**src/rtl/owire_master.sv**
```systemverilog
`timescale 1ns/1ps
module owire_master #(
  parameter int DATA_W    = 8,
  parameter int ADDR_W    = 3,
  parameter int DIV_W     = 8,
  parameter int DIV_INIT  = 1,
  parameter int RST_LOW   = 480,
  parameter int PD_AT     = 70,
  parameter int RST_TAIL  = 410,
  parameter int W1_LOW    = 6,
  parameter int W0_LOW    = 60,
  parameter int RECOVER   = 10,
  parameter int SAMPLE_AT = 15
) (
  input  logic              clk,
  input  logic              rst_n,
  input  logic              bus_wr,
  input  logic              bus_rd,
  input  logic [ADDR_W-1:0] bus_addr,
  input  logic [DATA_W-1:0] bus_wdata,
  output logic [DATA_W-1:0] bus_rdata,
  output logic              irq,
  input  logic              dq_in,
  output logic              dq_drive_low
);
  localparam int RST_LEN  = RST_LOW + PD_AT + RST_TAIL;
  localparam int SLOT_LEN = W0_LOW + RECOVER;
  localparam int UCNT_W   = $clog2(RST_LEN + 1);
  localparam int BIT_W    = $clog2(DATA_W);
  localparam int NFLAG    = 5;
  localparam logic [ADDR_W-1:0] A_CMD = 0, A_DATA = 1, A_STAT = 2, A_IEN = 3, A_DIV = 4;

  typedef enum logic [1:0] {ST_IDLE, ST_RST, ST_SLOT} st_t;

  st_t               st;
  logic [DIV_W-1:0]  div_q, dcnt;
  logic [UCNT_W-1:0] ucnt, low_units;
  logic              tick;
  logic              rst_pend, sra, force_lo, dq_s, smp;
  logic              pd, pdr, tbe, temt, rbf;
  logic [DATA_W-1:0] txbuf, shreg, rxsh, rxbuf;
  logic [BIT_W-1:0]  bitn;
  logic [NFLAG-1:0]  ien, stat;

  wire wr_cmd  = bus_wr && bus_addr == A_CMD;
  wire wr_data = bus_wr && bus_addr == A_DATA;
  wire wr_ien  = bus_wr && bus_addr == A_IEN;
  wire wr_div  = bus_wr && bus_addr == A_DIV;
  wire rd_data = bus_rd && bus_addr == A_DATA;
  wire rd_stat = bus_rd && bus_addr == A_STAT;

  assign tick      = dcnt >= div_q;
  assign stat      = {rbf, temt, tbe, pdr, pd};
  assign irq       = |(stat & ien);
  assign low_units = shreg[0] ? UCNT_W'(W1_LOW) : UCNT_W'(W0_LOW);
  assign dq_drive_low = force_lo
                      | (st == ST_RST  && ucnt < UCNT_W'(RST_LOW))
                      | (st == ST_SLOT && ucnt < low_units);

  always_ff @(posedge clk) begin
    if (!rst_n) begin
      st <= ST_IDLE;  div_q <= DIV_W'(DIV_INIT);  dcnt <= '0;  ucnt <= '0;
      rst_pend <= 1'b0;  sra <= 1'b0;  force_lo <= 1'b0;  dq_s <= 1'b1;  smp <= 1'b1;
      pd <= 1'b0;  pdr <= 1'b0;  tbe <= 1'b1;  temt <= 1'b1;  rbf <= 1'b0;
      txbuf <= '0;  shreg <= '0;  rxsh <= '0;  rxbuf <= '0;  bitn <= '0;  ien <= '0;
    end else begin
      dq_s <= dq_in;
      dcnt <= tick ? '0 : dcnt + 1'b1;
      if (tick) ucnt <= ucnt + 1'b1;
      if (rd_stat) pd  <= 1'b0;
      if (rd_data) rbf <= 1'b0;

      case (st)
        ST_IDLE: begin
          if (rst_pend) begin
            st <= ST_RST;  ucnt <= '0;  dcnt <= '0;
          end else if (!tbe) begin
            st <= ST_SLOT;  ucnt <= '0;  dcnt <= '0;
            shreg <= txbuf;  tbe <= 1'b1;  temt <= 1'b0;  bitn <= '0;
          end
        end
        ST_RST: if (tick) begin
          if (ucnt == UCNT_W'(RST_LOW + PD_AT - 1)) pdr <= !dq_s;
          if (ucnt == UCNT_W'(RST_LEN - 1)) begin
            st <= ST_IDLE;  rst_pend <= 1'b0;  pd <= 1'b1;
          end
        end
        ST_SLOT: if (tick) begin
          if (ucnt == UCNT_W'(SAMPLE_AT - 1)) smp <= dq_s;
          if (ucnt == UCNT_W'(SLOT_LEN - 1)) begin
            ucnt  <= '0;
            rxsh  <= {smp, rxsh[DATA_W-1:1]};
            shreg <= shreg >> 1;
            bitn  <= bitn + 1'b1;
            if (bitn == BIT_W'(DATA_W - 1)) begin
              st <= ST_IDLE;  rxbuf <= {smp, rxsh[DATA_W-1:1]};  rbf <= 1'b1;  temt <= 1'b1;
            end
          end
        end
        default: st <= ST_IDLE;
      endcase

      if (wr_cmd) begin
        if (bus_wdata[0]) rst_pend <= 1'b1;
        sra      <= bus_wdata[1];
        force_lo <= bus_wdata[2];
      end
      if (wr_data) begin
        txbuf <= bus_wdata;
        tbe   <= 1'b0;
      end
      if (wr_ien) ien   <= bus_wdata[NFLAG-1:0];
      if (wr_div) div_q <= bus_wdata[DIV_W-1:0];
    end
  end

  always_comb begin
    case (bus_addr)
      A_CMD:   bus_rdata = DATA_W'({dq_s, 1'b0, sra, rst_pend});
      A_DATA:  bus_rdata = rxbuf;
      A_STAT:  bus_rdata = DATA_W'(stat);
      A_IEN:   bus_rdata = DATA_W'(ien);
      A_DIV:   bus_rdata = DATA_W'(div_q);
      default: bus_rdata = '0;
    endcase
  end
endmodule

```
**config.mk**
```make
export PLATFORM = sky130hd
export DESIGN_NAME = owire_master
export DESIGN_NICKNAME = d
export VERILOG_FILES = /design/src/rtl/owire_master.sv
export SDC_FILE = /design/constraint.sdc
export NUM_CORES = 1
export LEC_CHECK = 0
export BUFFER_PORTS_ARGS = -buffer_cell sky130_fd_sc_hd__buf_2
export CORE_MARGIN = 5
export CORE_UTILIZATION = 45
export DETAILED_ROUTE_END_ITERATION = 8
export HOLD_SLACK_MARGIN = 0.05
export PLACE_DENSITY_LB_ADDON = 0.08
export SYNTH_ARGS = -nofsm -noshare
export SYNTH_HDL_FRONTEND = slang
export SYNTH_SLANG_ARGS = --single-unit
```
**constraint.sdc**
```tcl
create_clock -name clk -period 2.4 [get_ports clk]
set_input_delay 0.24 -clock clk [delete_from_list [all_inputs] [get_ports clk]]
set_output_delay 0.24 -clock clk [all_outputs]
set_load 0.02 [all_outputs]
```
* Word-level counts from Yosys, hierarchy flattened
Index checks and enable logic that the tools add are counted.
** Word-level totals
- Output and inout port bits :: 10
- Register bits after elaboration :: 78
- Logic and storage cells :: 124
- Bits of input ports :: 16
** Operators by class
- Mux-type cells :: 53
- Bitwise operators :: 3
- Magnitude comparators :: 3
- Equal/unequal tests :: 20
- Reductions and logical operators :: 22
- Add/subtract/negate cells :: 3
** Operator list (number)
- $mux 8 :: 8
- $mux 10 :: 5
- $pmux 8 s5 :: 1
- $mux 1 :: 22
- $eq 10x10->1 const B :: 2
- $pmux 10 s2 :: 1
- $pmux 8 s2 :: 1
- $mux 2 :: 7
- $mux 3 :: 4
- $reduce_and 6->1 :: 2
- $add 10x1->10 const B :: 1
- $eq 10x4->1 const B :: 1
- $eq 10x7->1 const B :: 1
- $lt 10x6->1 :: 1
- $lt 10x9->1 const B :: 1
- $reduce_and 3->1 :: 3
- $add 8x1->8 const B :: 1
- $ge 8x8->1 :: 1
- $logic_and 1x1->1 :: 8
- $ne 2x1->1 const B :: 4
- $ne 2x2->1 const B :: 4
- $eq 3x2->1 const B :: 2
- $eq 3x3->1 const B :: 2
- $mux 6 :: 1
- other kinds (18) :: 20

* Depth between registers and ports, before layout
- Word-level depth :: 7
- Mapped depth :: 10
- Depth with buffers taken out :: 8

* Worst setup path before layout
No wires, ideal clock.
- Kind :: register to register
- From :: register dcnt[0]
- To :: register ucnt[7]
- Slack :: 0.345 ns
- Library setup time :: 0.069 ns
- Cell stages (with the launch flop) :: 10
- Buffers on the path :: 1
- Clock period less this slack :: 2.055 ns
- Required time :: 2.331 ns
- Data arrival time :: 1.986 ns
- Path through :: dfxtp_1 inv_1 ha_1 a31oi_1 nor2b_1 o2111ai_2 and2_4 buf_6 or4_4 a21oi_2
** On the way
- Longest elaborated chain between the ends :: 5
- Elaborated cells on any way between the ends :: 7
- Those cells by class :: 1 x order compare; 6 x mux
** Ends and longest elaborated chain
- start: declaration :: RTL line 36 : logic [DIV_W-1:0] div_q, dcnt;
- start signal: assignment :: RTL line 68 : dcnt <= tick ? '0 : dcnt + 1'b1;
- $ge 8x8->1 * :: RTL line 52 : assign tick = dcnt >= div_q;
- $mux 10 :: RTL line 69 : if (tick) ucnt <= ucnt + 1'b1;
- $mux 10 (on tied branches) :: RTL line 90, 77
- $mux 10 (on tied branches) :: RTL line 88, 75
- $pmux 10 s2 * :: RTL line 73 : case (st)
- end signal: assignment :: RTL line 69
- end: declaration :: RTL line 37 : logic [UCNT_W-1:0] ucnt, low_units;
Every way passes the cells marked *; elsewhere a longest branch is shown, timed or not.
A chain may end at the register's enable or synchronous reset.

* Final worst setup path
- From :: register div_q[5]
- To :: register ucnt[9]
** On the way
- Longest elaborated chain between the ends :: 5
- Elaborated cells on any way between the ends :: 7
- Those cells by class :: 1 x order compare; 6 x mux
** Ends and longest elaborated chain
- start: declaration :: RTL line 36
- start signal: assignment :: RTL line 113 : if (wr_div) div_q <= bus_wdata[DIV_W-1:0];
- $ge 8x8->1 * :: RTL line 52
- $mux 10 :: RTL line 69
- $mux 10 (on tied branches) :: RTL line 90, 77
- $mux 10 (on tied branches) :: RTL line 88, 75
- $pmux 10 s2 * :: RTL line 73
Marks and branches as above.

==> out/results.ini <==
[synth]
ys_warn_count=0
netlist_instances=459
yosys_most_used_dff=dfxtp_1
async_flop_share_pct=0
syn_avg_cell_area_um2=8.43
synth_top_area_share_pct=39.8
synth_mux_area_share_pct=6.01
ys_seq_area_share_pct=39.8
synth_edf_count=0
yosys.cell_types.count=58
synth-adder-area-share_pct=5.50
ys_top_cells_by_area=dfxtp_1 (40%), nand2_1 (6.1%), ha_1 (5.5%)
synth_top_family_by_area=simple AND/OR/NAND/NOR gates
syn_nets=492
synth.ff_latch_count=77
yosys.area_share.simple_pct=22.8
synthXorXnorAreaFrac_pct=2.26
synth_area_mm2=0.00387
yosysTopAreaCell=dfxtp_1
synth_compound_area_share_pct=19.1

[place]
gp_congestion=0.867
placed_area_mm2=0.00408
hpwl_um=7240
io_buffers=25

[critical_path]
worstReg2RegEnd=ucnt[9]
crit_end=ucnt[9]
end_kind=register
slowest_delay_ns=0.46
crit_chain=inv_1 > ha_1 > a21oi_1 > o21ai_2 > nand3_1 > and2_4 > or4_1 > a21oi_1
rr_startpoint=div_q[5]
critPathLaunchType=register
worst_path_max_delay_cell=or4_1
cpMostUsedCell=a21oi_1
rrSetupSlack_ns=0.15
r2r_cells=8
crit_type=reg -> reg
startpoint=div_q[5]
arrival_ns=2.52
crit_fanout=11
required_ns=2.67

[min_path]
hp-class=in -> reg

[power]
power_frac_comb_pct=16.7
irDropWorstVdd_mv=0.355
power.leakage_nw=1.69
sequentialPowerShare_pct=47.3
sw_frac_of_total_pct=28.5
power_frac_clock_pct=36.0
p_switching_mw=0.847
p_int_mw=2.13
power_density_mw_per_mm2=691

[routing]
vias=3344
post_drt_via_cell_ratio=5.67
final_antenna_net_count=0
drt_iter0_drc=191
finalWirelength_um=9620
route.detailed.wl_per_inst_um=16.3
dr.pass1.iters=4
drc=0

[final_layout]
fillers=803
drive_gt1_share_pct=14.6
area_growth_syn_to_layout_pct=11.2
final_common_cell=dfxtp_1
final_area_mm2=0.00430
fin_nets=514
postLayoutCoreUtil_pct=51.9
antenna-diode-count=0
final_cell_mix=dfxtp_1 (77), nand2_1 (63), nor2_1 (47), a21oi_1 (30)

[global_routing]
grt_pass1_wl_um=16100
grt_overflow=0
grt_start_max_net_pins=38
grt_usage_pct=19.6
antenna_found_initial=0
first_global_vias=3164

[floorplan]
die_area_mm2=0.0106
chipHeight_um=103
core_area_mm2=0.00830
ios=26
start_util_pct=46.6
rows=33
die_x_um=103

[cts]
cts-root-buf=clkbuf_8
cts.sinks=77
postCtsSetupRepairBufs=0
cts_hold_buf=0
h-tree-depth=3
insertion_delay_ns=0.35
cts_buffer_depth=2
path_clk_slew_ns=0.08
cts_tree=done
ctsResizeCount=0
cts_made_buffers=9

[sta]
slew_viol_final=0
skew_ns=0.0119
setup_viol=0
worst_pin_slew_ns=0.651
fmax_mhz=445
fin_crit_sh_pct=93.6
finalCriticalPeriod_ns=2.25
relSlewSlack_pct=56.3
finalHoldViolCount=0

[job]
drv_cap=0

[status]
status=finished clean

critical path: cells and delay by family (launching register included):
| kind | cells | cell delay [ns] |
|---|---|---|
| AOI/OAI and AO/OA | 3 | 0.51 |
| buffers and inverters | 1 | 0.06 |
| and+or+nand+nor | 3 | 0.92 |
| adders and majority gates | 1 | 0.29 |
| DFF | 1 | 0.38 |
Yosys cell counts, types with 3 or more instances:
master / n
nand4_1: 3
nor2_1: 47
a31oi_1: 4
nand3_1: 25
or3_1: 5
dfxtp_1: 77
nor3_1: 3
a221oi_1: 7
a211oi_1: 4
o2bb2ai_1: 7
clkbuf_1: 15
buf_6: 3
o21ai_0: 22
nand2b_1: 7
xnor2_1: 4
o21a_1: 3
xor2_1: 6
a22oi_1: 14
nor2b_1: 8
inv_1: 15
ha_1: 17
nand2_1: 63
mux2i_1: 21
or2_2: 3
buf_1: 3
a21oi_1: 30
o22ai_1: 4
sequential cells by signal, indices dropped and copies added (netlist names):
register,flops
temt,1
smp,1
shreg,8
sra,1
bitn,3
ucnt,10
dq_s,1
force_lo,1
rst_pend,1
tbe,1
rxsh,7
txbuf,8
rbf,1
div_q,8
st,2
rxbuf,8
pd,1
dcnt,8
pdr,1
ien,5
power by group through the flow:
stage | sequential [mW] | combinational, mW | clock (mW)
5_1_grt | 1.42 | 0.564 | 1.17
3_5_place_dp | 1.44 | 0.497 | 0
2_1_floorplan | 1.44 | 0.338 | 0
3_3_place_gp | 1.44 | 0.489 | 0
4_1_cts | 1.41 | 0.499 | 1.11
6_report | 1.41 | 0.497 | 1.07
final cells by class:
type	instances	area [µm²]	share of cell area [%]
multi-input combinational	343	2160	50.2
sequential	77	1540	35.8
timing repair buffer	35	200	4.65
tap	105	131	3.05
clock buffer	9	124	2.88
clock inverter	6	88.8	2.06
inverter	15	56.3	1.31
through the flow:
stage	worst slack, ns	instances	TNS, ns	hold WS, ns	power, mW
after floorplan	0.345	459	0	0.341	1.77
after global placement	0.230	575	0	0.421	1.92
after detailed placement	0.154	575	0	0.426	1.94
after CTS	0.154	590	0	0.0564	3.01
after global routing	-0.0135	590	-0.0135	0.0730	3.15
final	0.154	590	0	0.0780	2.97
cell families after synthesis:
family	after synthesis
AO/OA/AOI/OAI	111
buffers and inverters	39
AND/OR/NAND/NOR	182
XOR/XNOR	10
flip-flops	77
multiplexers	23
adder cells (fa/ha/maj)	17
worst min-delay path by stage:
stage / cells past startpoint / endpoint / slack [ns] / startpoint
finish: 2 / dq_s / 0.08 / dq_in
global route: 2 / dq_s / 0.07 / dq_in
CTS: 2 / dq_s / 0.06 / dq_in
detailed placement: 2 / dq_s / 0.43 / dq_in
global placement: 2 / dq_s / 0.42 / dq_in
floorplan: 1 / dq_s / 0.34 / dq_in
routing by layer:
| layer | wire, µm | vias up | track usage (%) |
|---|---|---|---|
| met5 | 0 | - | 0 |
| met4 | 99 | 0 | 5.18 |
| met3 | 411 | 9 | 4.94 |
| met2 | 4630 | 78 | 31.6 |
| met1 | 4490 | 1577 | 26.4 |
| li1 | - | 1680 | - |
(Power assumes the default switching activity.)
